File: config.mk
export PLATFORM = sky130hd
export DESIGN_NAME = uart_tx_lite
export DESIGN_NICKNAME = d
export VERILOG_FILES = /design/src/rtl/uart_tx_pkg.sv /design/src/rtl/uart_tx_regs.sv /design/src/rtl/uart_tx_baud.sv /design/src/rtl/uart_tx_shift.sv /design/src/rtl/uart_tx_lite.sv
export SDC_FILE = /design/constraint.sdc
export NUM_CORES = 1
export LEC_CHECK = 0
export ABC_AREA = 1
export BUFFER_PORTS_ARGS = -buffer_cell sky130_fd_sc_hd__buf_2
export CAP_MARGIN = 20
export CORE_ASPECT_RATIO = 1.25
export CORE_MARGIN = 1.5
export CORE_UTILIZATION = 50
export DETAILED_ROUTE_END_ITERATION = 10
export PLACE_DENSITY = 0.65
export SLEW_MARGIN = 20
export SYNTH_ARGS = -nofsm -noshare
export SYNTH_HDL_FRONTEND = slang
export SYNTH_SLANG_ARGS = --single-unit
File: constraint.sdc
create_clock -name clk -period 6.1 [get_ports clk]
set_clock_uncertainty 0.2 [all_clocks]
set_input_delay 1.22 -clock clk [delete_from_list [all_inputs] [get_ports clk]]
set_output_delay 1.22 -clock clk [all_outputs]
set_load 0.02 [all_outputs]
File: src/rtl/uart_tx_pkg.sv
package uart_tx_pkg;
   localparam int OFS_DATA  = 0;
   localparam int OFS_DIVHI = 1;
   localparam int OFS_LINE  = 3;
   localparam int OFS_STAT  = 5;
   localparam int LINE_DLAB = 7;
   localparam int STAT_THRE = 5;
   localparam int WLEN_BASE = 5;

   typedef struct packed {
      logic       dlab;
      logic [4:0] spare;
      logic [1:0] wlen;
   } line_ctl_t;
endpackage

File: src/rtl/uart_tx_regs.sv
module uart_tx_regs
   import uart_tx_pkg::*;
#(
   parameter int ADDR_W = 3,
   parameter int DATA_W = 8
) (
   input  logic                  clk,
   input  logic                  rst_n,
   input  logic                  sel,
   input  logic                  wr,
   input  logic [ADDR_W-1:0]     addr,
   input  logic [DATA_W-1:0]     wdata,
   input  logic                  load,
   output logic [DATA_W-1:0]     rdata,
   output logic [DATA_W-1:0]     hold_data,
   output logic                  hold_full,
   output logic [2*DATA_W-1:0]   divisor,
   output logic [1:0]            wlen
);
   line_ctl_t         lcr;
   logic [DATA_W-1:0] dll;
   logic [DATA_W-1:0] dlm;

   logic wr_en, hit_lo, hit_hi, hit_line;
   assign wr_en    = sel && wr;
   assign hit_lo   = wr_en && (addr == ADDR_W'(OFS_DATA));
   assign hit_hi   = wr_en && (addr == ADDR_W'(OFS_DIVHI));
   assign hit_line = wr_en && (addr == ADDR_W'(OFS_LINE));

   always_ff @(posedge clk or negedge rst_n) begin
      if (!rst_n) begin
         lcr       <= '0;
         dll       <= '0;
         dlm       <= '0;
         hold_data <= '0;
         hold_full <= 1'b0;
      end else begin
         if (hit_lo && lcr.dlab)  dll       <= wdata;
         if (hit_lo && !lcr.dlab) hold_data <= wdata;
         if (hit_hi && lcr.dlab)  dlm       <= wdata;
         if (hit_line)            lcr       <= line_ctl_t'(wdata);
         if (hit_lo && !lcr.dlab) hold_full <= 1'b1;
         else if (load)           hold_full <= 1'b0;
      end
   end

   always_comb begin
      rdata = '0;
      if (sel) begin
         case (addr)
            ADDR_W'(OFS_DATA):  if (lcr.dlab) rdata = dll;
            ADDR_W'(OFS_DIVHI): if (lcr.dlab) rdata = dlm;
            ADDR_W'(OFS_LINE):  rdata = lcr;
            ADDR_W'(OFS_STAT):  rdata[STAT_THRE] = !hold_full;
            default:            rdata = '0;
         endcase
      end
   end

   assign divisor = {dlm, dll};
   assign wlen    = lcr.wlen;
endmodule

File: src/rtl/uart_tx_baud.sv
module uart_tx_baud #(
   parameter int DIV_W = 16
) (
   input  logic             clk,
   input  logic             rst_n,
   input  logic             run,
   input  logic [DIV_W-1:0] divisor,
   output logic             tick
);
   logic [DIV_W-1:0] cnt;
   logic [DIV_W-1:0] last;

   // zero wraps to all-ones, which yields a period of 2**DIV_W
   assign last = divisor - DIV_W'(1);
   assign tick = run && (cnt >= last);

   always_ff @(posedge clk or negedge rst_n) begin
      if (!rst_n)             cnt <= '0;
      else if (!run || tick)  cnt <= '0;
      else                    cnt <= cnt + DIV_W'(1);
   end
endmodule

File: src/rtl/uart_tx_shift.sv
module uart_tx_shift
   import uart_tx_pkg::*;
#(
   parameter int DATA_W     = 8,
   parameter int OVERSAMPLE = 16
) (
   input  logic              clk,
   input  logic              rst_n,
   input  logic              tick,
   input  logic              hold_full,
   input  logic [DATA_W-1:0] hold_data,
   input  logic [1:0]        wlen,
   output logic              load,
   output logic              busy,
   output logic              txd
);
   localparam int IDX_W = $clog2(DATA_W + 3);
   localparam int SUB_W = (OVERSAMPLE > 1) ? $clog2(OVERSAMPLE) : 1;

   logic [IDX_W-1:0]  idx;
   logic [IDX_W-1:0]  n_bits;
   logic [1:0]        wlen_q;
   logic [DATA_W-1:0] sh;
   logic              bit_end;
   logic              frame_end;

   generate
      if (OVERSAMPLE == 1) begin : g_direct
         assign bit_end = tick;
      end else begin : g_sub
         logic [SUB_W-1:0] sub;
         always_ff @(posedge clk or negedge rst_n) begin
            if (!rst_n)     sub <= '0;
            else if (!busy) sub <= '0;
            else if (tick)  sub <= (sub == SUB_W'(OVERSAMPLE - 1)) ? '0 : sub + SUB_W'(1);
         end
         assign bit_end = tick && (sub == SUB_W'(OVERSAMPLE - 1));
      end
   endgenerate

   assign n_bits    = IDX_W'(WLEN_BASE) + IDX_W'(wlen_q);
   assign frame_end = bit_end && (idx == n_bits + IDX_W'(1));
   assign load      = hold_full && (!busy || frame_end);

   always_ff @(posedge clk or negedge rst_n) begin
      if (!rst_n) begin
         busy   <= 1'b0;
         txd    <= 1'b1;
         idx    <= '0;
         sh     <= '0;
         wlen_q <= '0;
      end else if (load) begin
         busy   <= 1'b1;
         txd    <= 1'b0;
         idx    <= '0;
         sh     <= hold_data;
         wlen_q <= wlen;
      end else if (frame_end) begin
         busy <= 1'b0;
         txd  <= 1'b1;
      end else if (bit_end) begin
         idx <= idx + IDX_W'(1);
         if (idx < n_bits) begin
            txd <= sh[0];
            sh  <= sh >> 1;
         end else begin
            txd <= 1'b1;
         end
      end
   end
endmodule

File: src/rtl/uart_tx_lite.sv
module uart_tx_lite #(
   parameter int ADDR_W     = 3,
   parameter int DATA_W     = 8,
   parameter int OVERSAMPLE = 16
) (
   input  logic              clk,
   input  logic              rst_n,
   input  logic              bus_sel,
   input  logic              bus_wr,
   input  logic [ADDR_W-1:0] bus_addr,
   input  logic [DATA_W-1:0] bus_wdata,
   output logic [DATA_W-1:0] bus_rdata,
   output logic              txd
);
   localparam int DIV_W = 2 * DATA_W;

   generate
      if (DATA_W != 8) begin : g_bad_width
         $error("uart_tx_lite: register layout needs DATA_W == 8");
      end
      if (ADDR_W < 3) begin : g_bad_addr
         $error("uart_tx_lite: ADDR_W must reach offset 5");
      end
      if (OVERSAMPLE < 1) begin : g_bad_ovs
         $error("uart_tx_lite: OVERSAMPLE must be at least 1");
      end
   endgenerate

   logic [DATA_W-1:0] hold_data;
   logic              hold_full;
   logic [DIV_W-1:0]  divisor;
   logic [1:0]        wlen;
   logic              load;
   logic              busy;
   logic              tick;

   uart_tx_regs #(.ADDR_W(ADDR_W), .DATA_W(DATA_W)) u_regs (
      .clk(clk), .rst_n(rst_n), .sel(bus_sel), .wr(bus_wr), .addr(bus_addr),
      .wdata(bus_wdata), .load(load), .rdata(bus_rdata), .hold_data(hold_data),
      .hold_full(hold_full), .divisor(divisor), .wlen(wlen)
   );

   uart_tx_baud #(.DIV_W(DIV_W)) u_baud (
      .clk(clk), .rst_n(rst_n), .run(busy), .divisor(divisor), .tick(tick)
   );

   uart_tx_shift #(.DATA_W(DATA_W), .OVERSAMPLE(OVERSAMPLE)) u_shift (
      .clk(clk), .rst_n(rst_n), .tick(tick), .hold_full(hold_full),
      .hold_data(hold_data), .wlen(wlen), .load(load), .busy(busy), .txd(txd)
   );
endmodule

==> run_results.csv, run 1 <==
group,metric,value,unit
status,status,"finished, final reports clean",
worst_setup_path,rrSetupSlack,2.00,ns
sta,hold-worst-slack,0.290,ns
floorplanning,io_pins,24,
synthesis,ys_seq_area_share,42.3,%
pwr,p_per_area,308,nW/um2
synthesis,synth_top_area_share,41.6,%
hold_path,min-delay-start,"u_regs.hold_data[7]$_DFFE_PN0P_",
worst_setup_path,path_cells,"nor2_1 -> nand2_1 -> nor4_2 -> nand2_1 -> nor3_2 -> nand3_1 -> xnor2_1 -> inv_1 -> ha_1 -> a21oi_1 -> o21ai_0 -> a21oi_1 -> nand2_2 -> nor2_1 -> clkinv_1 -> nor2_1 -> o21a_1",
pwr,clkPwrFrac,27.0,%
sta,max_freq,244,MHz
floorplanning,core-area,7880,um2
synthesis,synth_cell_types,41,
cts,root_buffer,"clkbuf_8",
pwr,ir_drop,0.183,mV
cts,cts_tree,"built",
cts,cts_htree_levels,3,
pwr,p_int,885,uW
sta,fin_crit,4.10,ns
sta,fin_tns_setup,0,ns
detailed_routing,wl_per_cell,13.7,um
cts,clock_latency,0.34,ns
detailed_routing,routed_wl,8.70,mm
worst_setup_path,cpLargestDelayFamily,"simple AND/OR/NAND/NOR gates",
worst_setup_path,path_max_fanout,12,
worst_setup_path,crit_arrival,4.18,ns
cts,cts_hold_buf,0,
worst_setup_path,cp-start-kind,"flop",
synthesis,synthCells,511,
floorplanning,die-area,8730,um2
synthesis,synth_top_area_cell,"dfrtp_1",
pwr,leakage,2.34,nW
cts,tritoncts_num_sinks,69,
detailed_routing,ant_nets,0,
cells_and_area,syn_to_final_growth,9.49,%
cts,cts_inserted_buffers,9,
synthesis,syn-num-nets,553,
cells_and_area,mostFrequentLayoutCells,"nand2_1, dfrtp_1, inv_1",
hold_path,holdPathEnd,"u_regs.hold_data[7]$_DFFE_PN0P_",
sta,setup_viol,0,
cells_and_area,finalNetCount,578,
place,gp_congestion,0.877,
pwr,p_sw,492,uW
floorplanning,rows,36,
synthesis,syn_area,4090,um2
sta,drv_slew,0,
cells_and_area,diodes,0,
place,io_buffers,23,
synthesis,synth_warnings,0,
detailed_routing,drc_errors,0,
floorplanning,initial_utilization,51.8,%
detailed_routing,firstDrtPassIters,4,
hold_path,holdPathStages,2,
global_routing,grt-ovfl-total,0,
cts,clockBufferDepth,2,
detailed_routing,via_count,3366,
floorplanning,die_h,104,um
synthesis,synthTopCellsByArea,"dfrtp_1, nand2_1, ha_1, inv_1, o21ai_0",
global_routing,track_usage,22.2,%
sta,max-slew-margin-rel,41.7,%
sta,rsz0062_at_grt,"no",
cts,post-cts-setup-buffer-count,0,
sta,finalHoldViolCount,0,
global_routing,grt_pass1_vias,3362,
worst_setup_path,r2r-end,"u_baud.cnt[12]$_DFF_PN0_",
hold_path,min_path_type,"reg -> reg",
sta,period_share,67.2,%
cells_and_area,final_common_cell,"nand2_1",
worst_setup_path,reg2reg_from,"u_regs.dll[2]$_DFFE_PN0P_",
worst_setup_path,end_kind,"flop",
cells_and_area,final_layout_size_suffix_gt1_share,11.8,%
worst_setup_path,crit_required,6.18,ns
detailed_routing,avgViaCountPerCell,5.29,
global_routing,antenna_found_initial,0,
cts,cts_resized,0,
flow_run,drv_cap,0,
detailed_routing,drt_iter0_drc,182,
synthesis,ys_seq_elements,69,
worst_setup_path,critPathBufInv,2,
worst_setup_path,rr_worst_depth,17,
place,hpwl,6.58,mm
worst_setup_path,critical_path.most_common_cell,"nor2_1",
global_routing,grt_pass1_wl,15.7,mm
synthesis,postSynthAreaPerCell,8.00,um2
pwr,p_seq_share,44.0,%
cts,path_clk_slew,0.07,ns
sta,tightest_slew,0.875,ns
global_routing,grt_max_degree,70,
pwr,combPwrFrac,29.1,%
worst_setup_path,path_class,"reg -> reg",
worst_setup_path,crit_path_max_incr_delay,0.59,ns
pwr,switching_share,35.7,%
worst_setup_path,worst_path_max_delay_cell,"nor2_1",
floorplanning,die_w,83.9,um
[metrics by stage]
stage / setup slack (ns) / std cells / util (%) / total power [mW] / cell area (um2)
6_report: 2.00 / 636 / 56.8 / 1.38 / 4470
5_1_grt: 1.51 / 636 / 56.8 / 1.50 / 4470
4_1_cts: 1.97 / 636 / 56.8 / 1.39 / 4470
3_5_place_dp: 1.98 / 620 / 54.3 / 1.02 / 4280
3_3_place_gp: 2.17 / 620 / 54.3 / 0.999 / 4280
2_1_floorplan: 2.42 / 511 / - / 0.906 / 4090
[cells by family (layout without fill, tap and decap cells)]
family,count (synthesis),after routing,synth area share [%]
AOI/OAI and AO/OA,80,80,10.6
buffers and inverters,75,105,7.26
DFF,69,69,42.3
adders and majority gates,27,27,8.27
xor gates and xnor gates,20,20,4.29
and+or+nand+nor,240,240,27.3
[synth_stat cells, drive strengths merged]
library cell,instances
o211ai,1
nor4,3
o32ai,1
nand3b,1
a31oi,7
o31ai,1
inv,63
clkinv,2
xor2,11
buf,3
o21bai,1
o21a,1
xnor2,9
a22oi,3
and2,1
nand4,6
nand2,124
dfstp,1
o22ai,2
or2,1
dfrtp,68
nor2,49
and3,1
nand3,46
a21oi,20
nor3,8
clkbuf,7
ha,27
o21ai,43
[how the worst max path moves through the flow]
stage,from,endpoint,slack (ns),cells past startpoint
6_report,u_regs.dll[2]$_DFFE_PN0P_,u_baud.cnt[12]$_DFF_PN0_,2.00,17
5_1_grt,u_regs.dll[2]$_DFFE_PN0P_,u_baud.cnt[12]$_DFF_PN0_,1.51,17
4_1_cts,u_regs.dll[2]$_DFFE_PN0P_,u_baud.cnt[12]$_DFF_PN0_,1.97,17
3_5_place_dp,u_regs.dll[2]$_DFFE_PN0P_,u_baud.cnt[12]$_DFF_PN0_,1.98,17
3_3_place_gp,u_regs.dll[2]$_DFFE_PN0P_,u_baud.cnt[12]$_DFF_PN0_,2.17,17
2_1_floorplan,bus_addr[0],bus_rdata[1],2.42,7
[tightest hold or removal path, delay by kind of cell (launching register included)]
family	cells	cell delay, ns
DFF	1	0.35
AOI/OAI and AO/OA	1	0.06
and+or+nand+nor	1	0.05
[registers in the layout, summed over array words and instances, names as in the netlist, 2 cells and up]
register           count
u_shift.sh             8
u_shift.wlen_q         2
u_regs.lcr             6
u_regs.wlen            2
u_shift.idx            4
u_regs.hold_data       8
u_regs.dlm             8
u_shift.g_sub.sub      4
u_baud.cnt            16
u_regs.dll             8
[per-layer routing]
layer  track usage (%)  vias up  wire length [um]  share of wire, %
li1                  -     1718                 -                 -
met1              29.0     1577              4130                48
met2              37.1       60              4190                48
met3              4.13       11               246               2.8
met4              7.26        0               125               1.4
met5                 0        -                 0                 0
[area by class of cell]
type                       count  area (um2)
clock buffer                  12         145
clock inverter                 4        48.8
inverter                      65         249
tap                           95         119
multi-input combinational    367        2060
fill                         713        3410
sequential                    69        1730
timing repair buffer          24         123
[power by group through the flow]
stage / Sequential [mW] / Combinational, mW / Clock, mW
finish: 0.605 / 0.400 / 0.372
global route: 0.617 / 0.481 / 0.399
CTS: 0.604 / 0.406 / 0.380
detailed placement: 0.613 / 0.404 / 0
global placement: 0.611 / 0.388 / 0
floorplan: 0.575 / 0.331 / 0
Power figures use the tool's default switching activity.
==> run 2: changes to the inputs <==
--- a/config.mk
+++ b/config.mk
@@ -5,14 +5,14 @@
 export SDC_FILE = /design/constraint.sdc
 export NUM_CORES = 1
 export LEC_CHECK = 0
-export ABC_AREA = 1
+export ABC_AREA = 0
 export BUFFER_PORTS_ARGS = -buffer_cell sky130_fd_sc_hd__buf_2
 export CAP_MARGIN = 20
 export CORE_ASPECT_RATIO = 1.25
 export CORE_MARGIN = 1.5
 export CORE_UTILIZATION = 50
 export DETAILED_ROUTE_END_ITERATION = 10
-export PLACE_DENSITY = 0.65
+export PLACE_DENSITY = 0.67
 export SLEW_MARGIN = 20
 export SYNTH_ARGS = -nofsm -noshare
 export SYNTH_HDL_FRONTEND = slang
==> constraint.sdc (replaced) <==
create_clock -name clk -period 3.4 [get_ports clk]
set_clock_uncertainty 0.2 [all_clocks]
set_input_delay 0.68 -clock clk [delete_from_list [all_inputs] [get_ports clk]]
set_output_delay 0.68 -clock clk [all_outputs]
set_load 0.02 [all_outputs]
==> run 2 against run 1 <==
Effect of this change:
- the flow now finishes with violations (negative setup slack)
- register-to-register slack got worse by 2.1 ns
- first-iteration DRC count decreased by 32%
- sequential share of layout area decreased by 3.4 points
- die area decreased by 2.0%
- global-route usage increased by 0.15 points
- critical path depth unchanged
- clock power increased by 58%
- clock-buffer cell count decreased by 2
- utilization increased by 6.1 points
==> run_results.csv, run 2 <==
group,metric,value,unit
synthesis,ys_seq_area_share,43.2,%
status,violations,"negative setup slack",
cts,clockBufferDepth,2,
global_routing,grt_pass1_wl,14.6,mm
pwr,p_total,2.80,mW
synthesis,ys_seq_elements,69,
floorplanning,die-area,8560,um2
cells_and_area,final_layout_size_suffix_gt1_share,34.1,%
synthesis,syn-num-nets,433,
sta,max-slew-margin-rel,49.0,%
sta,tightest_slew,0.759,ns
place,placed_cell_area,4470,um2
worst_setup_path,cp-start-kind,"flop",
synthesis,synth_cell_types,53,
sta,rsz0062_at_grt,"yes",
cells_and_area,fin_util,62.9,%
worst_setup_path,crit_arrival,3.56,ns
cts,tritoncts_num_sinks,69,
synthesis,ys_dominant_reg_cell,"dfrtp_1",
floorplanning,io_pins,24,
sta,setup_ws,-0.0716,ns
synthesis,postSynthAreaPerCell,10.2,um2
sta,finalHoldViolCount,0,
detailed_routing,via_count,3160,
synthesis,synth_warnings,0,
sta,fin_tns_setup,-0.329,ns
synthesis,synth_top_area_cell,"dfrtp_1",
cells_and_area,largest_reg_flops,16,
worst_setup_path,path_class,"reg -> reg",
place,gp_congestion,0.829,
detailed_routing,drc_errors,0,
worst_setup_path,path_max_fanout,7,
synthesis,synthArstFlopShare,100,%
detailed_routing,avgViaCountPerCell,5.69,
sta,period_share,102,%
sta,setup_viol,13,
cts,cts_htree_levels,3,
flow_run,drv_cap,0,
synthesis,synth_top_area_share,42.5,%
floorplanning,die_h,103,um
hold_path,min_path_type,"in -> async",
pwr,leakage,2.27,nW
global_routing,track_usage,22.3,%
cts,root_buffer,"clkbuf_8",
pwr,ir_drop,0.494,mV
sta,hold-worst-slack,0.0928,ns
cells_and_area,finalNetCount,497,
global_routing,grt-ovfl-total,0,
synthesis,synth_common_cells,"dfrtp_1, mux2_2, nand2_1",
synthesis,yosysMostFrequentCell,"dfrtp_1",
global_routing,grt_pass1_vias,3033,
sta,fin_crit,3.47,ns
cells_and_area,regMostFlops,"u_baud.cnt",
cts,cts_inserted_buffers,9,
cts,path_clk_slew,0.08,ns
cells_and_area,final_common_cell,"dfrtp_1",
floorplanning,core-area,7790,um2
pwr,p_per_area,571,nW/um2
detailed_routing,routed_wl,9.44,mm
global_routing,antenna_found_initial,0,
detailed_routing,drt_iter0_drc,123,
synthesis,synthCells,391,
cells_and_area,mostFrequentLayoutCells,"dfrtp_1, buf_4, mux2_2",
synthesis,synthTopCellsByArea,"dfrtp_1, mux2_2, ha_1, o21ai_0, xor2_1",
detailed_routing,ant_nets,0,
worst_setup_path,crit_required,3.49,ns
cells_and_area,postLayoutCellArea,4900,um2
status,status,"finished, violations left",
worst_setup_path,crit_path_max_incr_delay,0.42,ns
synthesis,syn_area,4000,um2
place,hpwl,6.71,mm
cts,cts_tree,"built",
cells_and_area,syn_to_final_growth,22.4,%
sta,drv_slew,0,
sta,max_freq,288,MHz
worst_setup_path,end_kind,"flop",
worst_setup_path,worst_path_max_delay_cell,"dfrtp_1",
floorplanning,die_w,83.0,um
cells_and_area,diodes,0,
synthesis,synth_edf_count,0,
cts,clock_latency,0.35,ns
detailed_routing,wl_per_cell,17.0,um
detailed_routing,firstDrtPassIters,4,
global_routing,grt_max_degree,30,
floorplanning,initial_utilization,51.4,%
worst_setup_path,path_cells,"nor3_4 -> nand2b_4 -> nor4_4 -> nand2_2 -> nor3_2 -> xnor2_1 -> ha_1 -> buf_4 -> a21oi_2 -> nor2_1 -> a221oi_2 -> buf_4 -> nand3_4 -> buf_12 -> buf_8 -> a31o_4 -> a21oi_2",
floorplanning,rows,36,
place,io_buffers,23,
run 2: changes by cell type in the layout (fill, tap and decap cells not counted), sizes merged, moves of 17 or more:
| cell | delta |
|---|---|
| buf | +39 |
| inv | -50 |
| mux2 | +33 |
| nand2 | -91 |
| nand3 | -25 |
| nor2 | -21 |
| o21ai | -17 |
run 2: worst paths after layout:
kind,depth (start not counted),to,start,slack [ns]
max in group asynchronous,2,u_regs.lcr[6]$_DFFE_PN0P_,rst_n,2.14
hold / removal,1,u_shift.sh[6]$_DFFE_PN0P_,rst_n,0.09
setup / recovery,17,u_shift.idx[2]$_DFFE_PN0P_,u_regs.dll[2]$_DFFE_PN0P_,-0.07
hold reg to reg,1,u_regs.hold_data[7]$_DFFE_PN0P_,u_regs.hold_data[7]$_DFFE_PN0P_,0.31
setup reg to reg,17,u_shift.idx[2]$_DFFE_PN0P_,u_regs.dll[2]$_DFFE_PN0P_,-0.07
min in group clk,1,u_regs.hold_data[7]$_DFFE_PN0P_,u_regs.hold_data[7]$_DFFE_PN0P_,0.31
run 2: what timing repair did:
item | CTS | global route
buffers inserted | 1 | 7
resized for setup | 5 | 48
hold buffers | 0 | 0
pin swaps | 1 | 30
endpoints found under the setup margin | 18 | 37
run 2: kinds of logic (layout without fill, tap and decap cells):
family / Yosys count / count (layout) / synth area share, %
compound gates: 67 / 67 / 9.63
xor+xnor: 29 / 29 / 7.44
fa+ha+maj: 27 / 27 / 8.44
buf+inv: 23 / 92 / 2.41
flops: 69 / 69 / 43.2
mux: 39 / 39 / 10.9
simple gates: 137 / 137 / 18.1
run 2: critical path, delay by kind of cell, from the launching register on:
family | cells | cell delay (ns)
buffers and inverters | 4 | 0.63
DFF | 1 | 0.42
and+or+nand+nor | 7 | 1.08
xor gates and xnor gates | 1 | 0.10
AOI/OAI and AO/OA | 4 | 0.67
adders and majority gates | 1 | 0.31
run 2: final cells by class:
class                           instances  area, um2
Timing Repair Buffer                   63        454
Clock buffer                           10        128
Clock inverter                          6       40.0
Fill cell                             655       2890
Multi-Input combinational cell        299       2380
Inverter                               13       48.8
Sequential cell                        69       1730
Tap cell                               95        119
run 2: metal layers:
metal,track usage [%],wire length (um),vias up
met4,10.5,135,0
met2,39.3,5060,35
met1,26.9,4020,1570
li1,-,-,1544
met3,4.00,215,11
met5,0,0,-
run 2: power by group:
group / switching (mW) / internal (mW) / total [mW]
clock network: 0.326 / 0.263 / 0.589
logic: 0.517 / 0.549 / 1.07
registers: 0.154 / 0.990 / 1.14
run 2: stage by stage:
stage                     std cells  worst slack [ns]
after global routing            555            -0.248
final                           555           -0.0716
after CTS                       549            0.0165
after global placement          532           -0.0549
after floorplan                 391            0.0135
after detailed placement        532            -0.191
